===== src/rtl/ripint_pkg.sv =====
package ripint_pkg;

   // Step weights of the detector lines, in units of STEP
   localparam int W_EARLY      = 1;
   localparam int W_MID_PAIR   = 1;
   localparam int W_MID_TRIPLE = 2;
   localparam int W_LATE       = 1;

   typedef enum logic {
      MODE_PAIR   = 1'b0,
      MODE_TRIPLE = 1'b1
   } weight_mode_e;

endpackage


===== src/rtl/ripint_sync.sv =====
module ripint_sync #(
   parameter int N_LINES = 3
) (
   input  logic               clk,
   input  logic               rst_n,
   input  logic [N_LINES-1:0] raw,
   output logic [N_LINES-1:0] lines
);

   generate
      if (N_LINES < 2 || N_LINES > 3) begin : g_bad_lines
         $error("ripint_sync: N_LINES must be 2 or 3");
      end

      for (genvar i = 0; i < N_LINES; i++) begin : g_line
         logic meta;
         logic held;

         always_ff @(posedge clk or negedge rst_n) begin
            if (!rst_n) begin
               meta <= 1'b0;
               held <= 1'b0;
            end else begin
               meta <= raw[i];
               held <= meta;
            end
         end

         assign lines[i] = held;

         // a synchronized rise reflects the raw level two edges earlier
         a_r2_two_stage: assert property (@(posedge clk) disable iff (!rst_n)
            $rose(held) |-> $past(raw[i], 2));
      end
   endgenerate

endmodule


===== src/rtl/ripint_slope.sv =====
module ripint_slope
   import ripint_pkg::*;
#(
   parameter int ACC_W   = 16,
   parameter int STEP    = 1,
   parameter int N_LINES = 3
) (
   input  logic                    clk,
   input  logic                    rst_n,
   input  logic                    tri_mode,
   input  logic [N_LINES-1:0]      lines,
   output logic signed [ACC_W-1:0] acc
);

   localparam int SW = ACC_W + 3;
   localparam logic signed [SW-1:0] INC_EARLY  = SW'(W_EARLY * STEP);
   localparam logic signed [SW-1:0] DEC_PAIR   = SW'(W_MID_PAIR * STEP);
   localparam logic signed [SW-1:0] DEC_TRIPLE = SW'(W_MID_TRIPLE * STEP);
   localparam logic signed [SW-1:0] INC_LATE   = SW'(W_LATE * STEP);
   localparam logic signed [SW-1:0] HI_S = {{(SW-ACC_W+1){1'b0}}, {(ACC_W-1){1'b1}}};
   localparam logic signed [SW-1:0] LO_S = {{(SW-ACC_W+1){1'b1}}, {(ACC_W-1){1'b0}}};
   localparam logic signed [ACC_W-1:0] ACC_HI = HI_S[ACC_W-1:0];
   localparam logic signed [ACC_W-1:0] ACC_LO = LO_S[ACC_W-1:0];
   localparam logic signed [SW-1:0] MAX_MOVE = SW'(2 * STEP);

   generate
      if (ACC_W < 4) begin : g_bad_width
         $error("ripint_slope: ACC_W must be at least 4");
      end
      if (STEP < 1 || 4 * STEP >= (1 << (ACC_W - 1))) begin : g_bad_step
         $error("ripint_slope: STEP out of range for ACC_W");
      end
   endgenerate

   weight_mode_e mode;
   assign mode = weight_mode_e'(tri_mode);

   logic late_on;
   generate
      if (N_LINES == 3) begin : g_triple
         assign late_on = (mode == MODE_TRIPLE) && lines[2];
      end else begin : g_pair
         assign late_on = 1'b0;
      end
   endgenerate

   logic signed [SW-1:0]    delta;
   logic signed [SW-1:0]    sum;
   logic signed [ACC_W-1:0] acc_nxt;

   always_comb begin
      delta = '0;
      if (lines[0]) delta = delta + INC_EARLY;
      if (lines[1]) delta = delta - ((mode == MODE_TRIPLE) ? DEC_TRIPLE : DEC_PAIR);
      if (late_on)  delta = delta + INC_LATE;
      sum = {{3{acc[ACC_W-1]}}, acc} + delta;
      if (sum > HI_S)      acc_nxt = ACC_HI;
      else if (sum < LO_S) acc_nxt = ACC_LO;
      else                 acc_nxt = sum[ACC_W-1:0];
   end

   always_ff @(posedge clk or negedge rst_n) begin
      if (!rst_n) acc <= '0;
      else        acc <= acc_nxt;
   end

   // no active line leaves the accumulator untouched
   a_r3_idle_hold: assert property (@(posedge clk) disable iff (!rst_n)
      !(|lines) |=> $stable(acc));

   // one cycle never moves the accumulator by more than two steps
   a_r4_bounded_move: assert property (@(posedge clk) disable iff (!rst_n)
      (|lines) |=> ((SW'(acc) - SW'($past(acc)) <= MAX_MOVE) &&
                    (SW'($past(acc)) - SW'(acc) <= MAX_MOVE)));

   // at the upper limit without a falling line the value stays there
   a_r6_top_hold: assert property (@(posedge clk) disable iff (!rst_n)
      (acc == ACC_HI && !lines[1]) |=> (acc == ACC_HI));

   // at the lower limit without a rising line the value stays there
   a_r6_bottom_hold: assert property (@(posedge clk) disable iff (!rst_n)
      (acc == ACC_LO && !lines[0] && (N_LINES < 3 || !tri_mode || !lines[N_LINES-1]))
      |=> (acc == ACC_LO));

   generate
      if (N_LINES == 3) begin : g_late_check
         // a lone late line in two-line mode is ignored
         a_r5_late_ignored: assert property (@(posedge clk) disable iff (!rst_n)
            (!tri_mode && lines == 3'b100) |=> $stable(acc));
      end
   endgenerate

endmodule


===== src/rtl/ripint_monitor.sv =====
module ripint_monitor #(
   parameter int ACC_W   = 16,
   parameter int QUIET_W = 8,
   parameter int AREA_W  = 32,
   parameter int N_LINES = 3
) (
   input  logic                     clk,
   input  logic                     rst_n,
   input  logic [N_LINES-1:0]       lines,
   input  logic [QUIET_W-1:0]       quiet_len,
   input  logic signed [ACC_W-1:0]  acc,
   output logic [ACC_W-1:0]         peak,
   output logic signed [AREA_W-1:0] area
);

   localparam int DW = ACC_W + 1;
   localparam int XW = AREA_W + 1;
   localparam logic signed [XW-1:0] AHI_X = {2'b00, {(AREA_W-1){1'b1}}};
   localparam logic signed [XW-1:0] ALO_X = {2'b11, {(AREA_W-1){1'b0}}};
   localparam logic signed [AREA_W-1:0] AREA_HI = AHI_X[AREA_W-1:0];
   localparam logic signed [AREA_W-1:0] AREA_LO = ALO_X[AREA_W-1:0];

   generate
      if (AREA_W < ACC_W + 4) begin : g_bad_area
         $error("ripint_monitor: AREA_W must exceed ACC_W by at least 4");
      end
      if (QUIET_W < 1) begin : g_bad_quiet
         $error("ripint_monitor: QUIET_W must be at least 1");
      end
   endgenerate

   logic signed [ACC_W-1:0] base;
   logic [QUIET_W-1:0]      quiet_cnt;
   logic                    any_act;
   logic                    settled;
   logic signed [DW-1:0]    dev;
   logic [ACC_W-1:0]        absdev;
   logic signed [XW-1:0]    area_sum;
   logic signed [AREA_W-1:0] area_nxt;

   assign any_act = |lines;
   assign settled = !any_act && (quiet_cnt >= quiet_len);
   assign dev     = {acc[ACC_W-1], acc} - {base[ACC_W-1], base};
   assign absdev  = ACC_W'(dev[DW-1] ? -dev : dev);

   always_comb begin
      area_sum = {area[AREA_W-1], area} + XW'(dev);
      if (area_sum > AHI_X)      area_nxt = AREA_HI;
      else if (area_sum < ALO_X) area_nxt = AREA_LO;
      else                       area_nxt = area_sum[AREA_W-1:0];
   end

   always_ff @(posedge clk or negedge rst_n) begin
      if (!rst_n) begin
         quiet_cnt <= '0;
      end else if (any_act) begin
         quiet_cnt <= '0;
      end else if (quiet_cnt < quiet_len) begin
         quiet_cnt <= quiet_cnt + 1'b1;
      end
   end

   always_ff @(posedge clk or negedge rst_n) begin
      if (!rst_n) begin
         base <= '0;
         peak <= '0;
         area <= '0;
      end else if (settled) begin
         base <= acc;
         peak <= '0;
         area <= '0;
      end else begin
         if (absdev > peak) peak <= absdev;
         area <= area_nxt;
      end
   end

   // the quiet state clears both burst results
   a_r7_clear: assert property (@(posedge clk) disable iff (!rst_n)
      settled |=> (peak == '0 && area == '0));

   // peak never shrinks inside a burst
   a_r8_peak_grows: assert property (@(posedge clk) disable iff (!rst_n)
      !settled |=> (peak >= $past(peak)));

   // peak always covers the excursion just seen
   a_r8_peak_covers: assert property (@(posedge clk) disable iff (!rst_n)
      !settled |=> (peak >= $past(absdev)));

   // a zero excursion leaves the area unchanged
   a_r9_area_still: assert property (@(posedge clk) disable iff (!rst_n)
      (!settled && dev == '0) |=> $stable(area));

endmodule


===== src/rtl/ripple_integrator.sv =====
module ripple_integrator #(
   parameter int ACC_W   = 16,
   parameter int STEP    = 1,
   parameter int QUIET_W = 8,
   parameter int AREA_W  = 32,
   parameter int N_LINES = 3
) (
   input  logic                     clk,
   input  logic                     rst_n,
   input  logic                     tri_mode,
   input  logic [QUIET_W-1:0]       quiet_len,
   input  logic [N_LINES-1:0]       pulse_in,
   output logic signed [ACC_W-1:0]  acc,
   output logic [ACC_W-1:0]         peak,
   output logic signed [AREA_W-1:0] area
);

   logic [N_LINES-1:0] lines;

   ripint_sync #(
      .N_LINES (N_LINES)
   ) u_sync (
      .clk   (clk),
      .rst_n (rst_n),
      .raw   (pulse_in),
      .lines (lines)
   );

   ripint_slope #(
      .ACC_W   (ACC_W),
      .STEP    (STEP),
      .N_LINES (N_LINES)
   ) u_slope (
      .clk      (clk),
      .rst_n    (rst_n),
      .tri_mode (tri_mode),
      .lines    (lines),
      .acc      (acc)
   );

   ripint_monitor #(
      .ACC_W   (ACC_W),
      .QUIET_W (QUIET_W),
      .AREA_W  (AREA_W),
      .N_LINES (N_LINES)
   ) u_monitor (
      .clk       (clk),
      .rst_n     (rst_n),
      .lines     (lines),
      .quiet_len (quiet_len),
      .acc       (acc),
      .peak      (peak),
      .area      (area)
   );

endmodule


===== config.mk =====
export PLATFORM = sky130hd
export DESIGN_NAME = ripple_integrator
export DESIGN_NICKNAME = d
export VERILOG_FILES = /design/src/rtl/ripint_pkg.sv /design/src/rtl/ripint_sync.sv /design/src/rtl/ripint_slope.sv /design/src/rtl/ripint_monitor.sv /design/src/rtl/ripple_integrator.sv
export SDC_FILE = /design/constraint.sdc
export NUM_CORES = 1
export LEC_CHECK = 0
export ABC_AREA = 1
export BUFFER_PORTS_ARGS = -buffer_cell sky130_fd_sc_hd__buf_4
export CAP_MARGIN = 20
export CORE_MARGIN = 8
export CORE_UTILIZATION = 45
export DETAILED_ROUTE_END_ITERATION = 10
export GPL_ROUTABILITY_DRIVEN = 0
export HOLD_SLACK_MARGIN = 0.15
export PLACE_DENSITY = 0.61
export SLEW_MARGIN = 20
export SYNTH_ARGS = -nofsm -noshare
export SYNTH_HDL_FRONTEND = slang
export SYNTH_SLANG_ARGS = --single-unit

===== constraint.sdc =====
create_clock -name clk -period 8 [get_ports clk]
set_clock_uncertainty 0.2 [all_clocks]
set_input_delay 0.4 -clock clk [delete_from_list [all_inputs] [get_ports clk]]
set_output_delay 0.4 -clock clk [all_outputs]
set_load 0.01 [all_outputs]

==> results of run 1 <==
-- kinds of logic after synthesis --
group,synth area share (%)
buf+inv,9.038
simple gates,32.24
flops,26.76
xor+xnor,5.935
compound gates,11.69
fa+ha+maj,14.35
-- cells in the mapped netlist, types with 2 or more instances --
library cell	count	share of area, %
buf_12	2	0.46
nand4_1	9	0.64
nand2_4	3	0.38
o21ai_1	8	0.46
o211ai_1	6	0.51
xor2_2	3	0.56
nor2_1	100	4.3
a21oi_1	80	4.6
o21ai_0	53	3.0
nand3_1	88	5.0
nand3_2	16	1.8
fa_1	3	0.68
clkbuf_1	3	0.13
nor3_1	16	0.91
a31oi_1	3	0.21
nand3_4	2	0.40
and2_1	2	0.14
a21o_1	11	0.94
nand3b_1	5	0.43
o21bai_1	10	0.85
xnor2_1	14	1.4
buf_6	2	0.26
a21boi_0	4	0.34
o21ai_4	2	0.37
buf_4	3	0.26
nor2_2	5	0.36
buf_2	6	0.34
dfrtp_1	94	27
xor2_1	40	4.0
nand2_1	331	14
ha_1	96	14
inv_1	162	6.9
nor3_2	3	0.34
inv_2	8	0.34
nand2_2	42	3.0
-- per-stage QoR --
stage,setup slack [ns],instance area [µm²]
floorplan,4.092,8791
global placement,3.129,9570
detailed placement,3.051,9570
CTS,3.049,9922
global route,2.464,9922
finish,3.042,9922
-- how the worst min path moves through the flow --
| stage | endpoint | cells past startpoint |
|---|---|---|
| 3_5_place_dp | u_sync.g_line[0].held | 0 |
| 6_report | u_sync.g_line[0].held | 0 |
| 4_1_cts | u_sync.g_line[0].held | 0 |
| 2_1_floorplan | u_monitor.area[0] | 0 |
| 5_1_grt | u_sync.g_line[2].held | 0 |
| 3_3_place_gp | u_sync.g_line[1].held | 0 |
-- final cells by class --
class	instances	area, µm²	area share (%)
inverter	172	649.4	6.545
sequential	94	2352	23.71
clock inverter	4	55.05	0.5549
multi-input combinational	963	5644	56.89
tap	265	331.6	3.342
timing repair buffer	83	633.1	6.381
clock buffer	12	256.5	2.585
-- state kept, by name, summed over array words and instances, names as in the netlist --
name,count
u_monitor.quiet_cnt,8
u_monitor.area,32
u_monitor.peak,16
u_sync.g_line.meta,3
u_sync.g_line.held,3
u_monitor.base,16
u_slope.acc,16
-- routing by layer --
metal | GRT usage (%) | vias up
met5 | 0 | -
met3 | 3.075 | 23
li1 | - | 4193
met2 | 31.40 | 139
met1 | 24.18 | 3624
met4 | 5.176 | 0
==> flow_metrics.tcl, run 1 <==
set metrics [dict create \
    status "completed" \
    synth_seq_area_share_pct 26.76 \
    tightest_slew_ns 0.9924 \
    cp_data_arrival_time_ns 5.00 \
    num-nets-final 1436 \
    cp_slowest_cell "nand4_2" \
    min_path_type "reg -> reg" \
    overflow 0 \
    ctsResizeCount 0 \
    io_buffers 77 \
    synth.avg_cell_area_um2 7.050 \
    synthArstFlopShare_pct 100.0 \
    io-pin-count 78 \
    layout_commonest_cell "nand2_1" \
    wl_per_cell_um 13.57 \
    grt_max_degree 65 \
    max_stage_delay_ns 0.75 \
    worst_r2r_endpoint "u_monitor.area[2]" \
    fillCellCount 1961 \
    critical_path.cell_chain "inv_1, ha_1, fa_1, inv_1, nand2_1, nand2_1, nand3_1, nand2_1, nand3_2, nand3b_2, nand2_4, inv_4, ha_1, a21oi_1, o21ai_0, nand2_1, o211ai_1, a21oi_1, nand2_1, nand2_1, nand4_2, nand2_1, nor2_1" \
    first_iter_violations 402 \
    maxSlewViolCount 0 \
    vias 7979 \
    path_common_cell "nand2_1" \
    routed_wl_um 21620 \
    syn_to_final_growth_pct 12.87 \
    antenna_found_initial 0 \
    timing.fmax_mhz 201.7 \
    post_cts_buffers 0 \
    synth_ff_type "dfrtp_1" \
    synth_cell_types 47 \
    insertedDiodeCount 0 \
    cts.sinks 94 \
    maxCapViolations 0 \
    wl_met2_um 10110 \
    critPathCaptureType "flop" \
    grt_pass1_wl_um 37080 \
    rsz0062_at_grt "false" \
    setup_tns_ns 0 \
    cts_root_buffer "clkbuf_16" \
    yosysWarnings 0 \
    netlist_instances 1247 \
    worstSkewPairLatency_ns 0.36 \
    die_x_um 155.8 \
    timing.final.setup_violations 0 \
    viasPerCell 5.009 \
    reg2reg_from "u_slope.acc[0]" \
    whs_ns 0.1487 \
    path_class "reg -> reg" \
    cts_max_level 3 \
    clockBufferDepth 2 \
    relSlewSlack_pct 33.68 \
    path_clk_slew_ns 0.07 \
    wl_met3_um 880 \
    cp.required_ns 8.04 \
    cp.buffers_inverters 3 \
    top_layer_used "met4" \
    instances_no_fill 1593 \
    critPathTopFamily "simple AND/OR/NAND/NOR gates" \
    holdBufCountCts 4 \
    grt_usage_pct 18.64 \
    cts_tree "built" \
    dp_cells 1573 \
    grt_pass1_vias 7750 \
    crit_end "u_monitor.area[2]" \
    critical_path.startpoint "u_slope.acc[0]" \
    die-area_um2 24260 \
    synth_fp_nets 1360 \
    synth-edff-count 0 \
    synth_seq_cells 94 \
    netlist_area_um2 8791 \
    cp.depth 23 \
    drc_errors 0 \
    final_util_pct 51.32 \
    drive_above_1_share_pct 13.86 \
    worst-path-max-fanout 32 \
    start_util_pct 45.47 \
    hpwl_um 17800 \
    rows 51 \
    regToRegSetupSlack_ns 3.04 \
    drt-pass1-iter-count 6 \
    start_kind "flop" \
    finalCritPeriodShare_pct 61.98 \
    fp.dieH_um 155.8 \
    layout_common_cells "nand2_1, inv_1, nor2_1" \
    antenna_left 0 \
    hold_viol_final 0 \
    design.core.area_um2 19330 \
    min_from "u_sync.g_line[0].meta" \
    met1_length_um 10310 \
    fin_crit_ns 4.958 \
    numCtsBuffers 9 \
    reg2reg_depth 23 \
]
Power of run 1 is not shown: default switching activity piles up to over one toggle a cycle in this logic, so the estimate is an artifact.
==> run 2, diff against run 1 <==
- PLACE_DENSITY: 0.61 -> 0.63
- clock period: 8 -> 4 ns (I/O delays scaled with it)
==> run 2 against run 1 <==
Net effect:
- cell count grew 4.1%
- sequential cell count is the same
- die area is the same
- via count grew 4.8%
- final area grew 12%
- first-iteration DRC count grew 12%
- worst hold slack gained 0.0015 ns
- critical path type unchanged
- critical endpoint is now u_monitor.area[15]
- largest cell class unchanged
- highest routed layer unchanged
==> flow_metrics.tcl, run 2 (synthesized netlist as in run 1, its figures left out) <==
set metrics [dict create \
    status "completed" \
    insertedDiodeCount 0 \
    cts_tree "built" \
    layout_commonest_cell "nand2_1" \
    drive_above_1_share_pct 25.92 \
    antenna_found_initial 0 \
    rsz0062_at_grt "true" \
    cts_max_level 3 \
    finish.instance_area_um2 11140 \
    final_util_pct 57.63 \
    cts_root_buffer "clkbuf_16" \
    relSlewSlack_pct 42.03 \
    largest_reg_flops 32 \
    setup_tns_ns 0 \
    max_stage_delay_ns 0.41 \
    start_kind "flop" \
    maxCapViolations 0 \
    cp_slowest_cell "dfrtp_1" \
    cp.required_ns 4.04 \
    start_util_pct 45.47 \
    path_clk_slew_ns 0.07 \
    min_path_type "reg -> reg" \
    antenna_left 0 \
    viasPerCell 5.042 \
    grt_usage_pct 18.81 \
    wl_per_cell_um 14.19 \
    dp_cells 1615 \
    layout_common_cells "nand2_1, inv_1, buf_4" \
    drc_errors 0 \
    die_x_um 155.8 \
    routed_wl_um 23530 \
    grt_pass1_wl_um 37310 \
    worst-path-max-fanout 5 \
    drt-pass1-iter-count 7 \
    rows 51 \
    finalCritPeriodShare_pct 98.52 \
    grt_max_degree 65 \
    clockBufferDepth 2 \
    postPlaceCellArea_um2 9923 \
    timing.fmax_mhz 253.8 \
    path_class "reg -> reg" \
    design.core.area_um2 19330 \
    die-area_um2 24260 \
    io_buffers 77 \
    overflow 0 \
    tightest_slew_ns 0.8696 \
    vias 8360 \
    path_common_cell "nand2_2" \
    fin_crit_ns 3.941 \
    regMostFlops "u_monitor.area" \
    cts.sinks 94 \
    numCtsBuffers 9 \
    maxSlewViolCount 0 \
    hpwl_um 18100 \
    io-pin-count 78 \
    num-nets-final 1501 \
    critPathCaptureType "flop" \
    timing.final.setup_violations 0 \
    hold_viol_final 0 \
    cp_data_arrival_time_ns 3.98 \
    syn_to_final_growth_pct 26.74 \
    first_iter_violations 451 \
    fp.dieH_um 155.8 \
    worstSkewPairLatency_ns 0.36 \
    grt_pass1_vias 7828 \
    instances_no_fill 1658 \
]
==> run 2: cell types whose count changed in the layout (fill, tap and decap cells not counted), sizes merged <==
cell	delta
buf	+58
bufinv	-1
clkinv	+1
clkinvlp	+1
inv	+5
nand2	+1
==> run 2: worst max-delay path: cells and delay by family (launching register included) <==
family	cells	cell delay (ns)
AOI/OAI and AO/OA	2	0.18
buffers and inverters	5	0.56
and+or+nand+nor	17	1.62
adders and majority gates	3	0.83
DFF	1	0.41
==> run 2: per-stage QoR <==
stage          worst slack [ns]  hold slack [ns]
2_1_floorplan           0.09228          -0.2956
3_3_place_gp           -0.07090           0.1094
3_5_place_dp            -0.1651           0.1107
4_1_cts                 0.02706           0.1513
5_1_grt                 -0.2065           0.1619
6_report                0.05934           0.1502
==> run 2: final timing paths <==
check                                            from                     to  slack [ns]  cells after the start
worst max-delay path                u_monitor.base[0]     u_monitor.area[15]        0.06                     27
worst min-delay path            u_sync.g_line[1].meta  u_sync.g_line[1].held        0.15                      0
worst max register to register      u_monitor.base[0]     u_monitor.area[15]        0.06                     27
worst min register to register  u_sync.g_line[1].meta  u_sync.g_line[1].held        0.15                      0
max in group asynchronous                       rst_n     u_monitor.base[10]        2.35                      3
min in group asynchronous                       rst_n     u_monitor.peak[11]        0.29                      2
==> run 2: cell type report <==
type	instances	area (µm²)
flip-flops and latches	94	2352
well taps	265	331.6
repair buffers	143	1195
inverters	172	661.9
clock buffers	10	239.0
fillers	1824	8193
clock inverters	6	53.80
repair inverters	4	41.29
multi-input cells	964	6267
==> run 2: timing repair <==
| action | 4_1_cts | 5_1_grt |
|---|---|---|
| resized for setup | 7 | 149 |
| hold endpoints to repair | 66 | 0 |
| buffers inserted | 2 | 12 |
| endpoints found under the setup margin | 19 | 63 |
| cloned | 0 | 9 |
| hold buffers | 4 | 0 |
| pin swaps | 4 | 57 |
==> run 2: metal layers <==
metal | share of wire [%] | GRT usage (%) | vias up
met5 | 0 | 0 | -
met4 | 1.7 | 5.961 | 0
met3 | 4.0 | 2.410 | 27
met2 | 49 | 32.42 | 156
met1 | 46 | 23.97 | 3839
li1 | - | - | 4338
Power of run 2 is left out for the same reason.
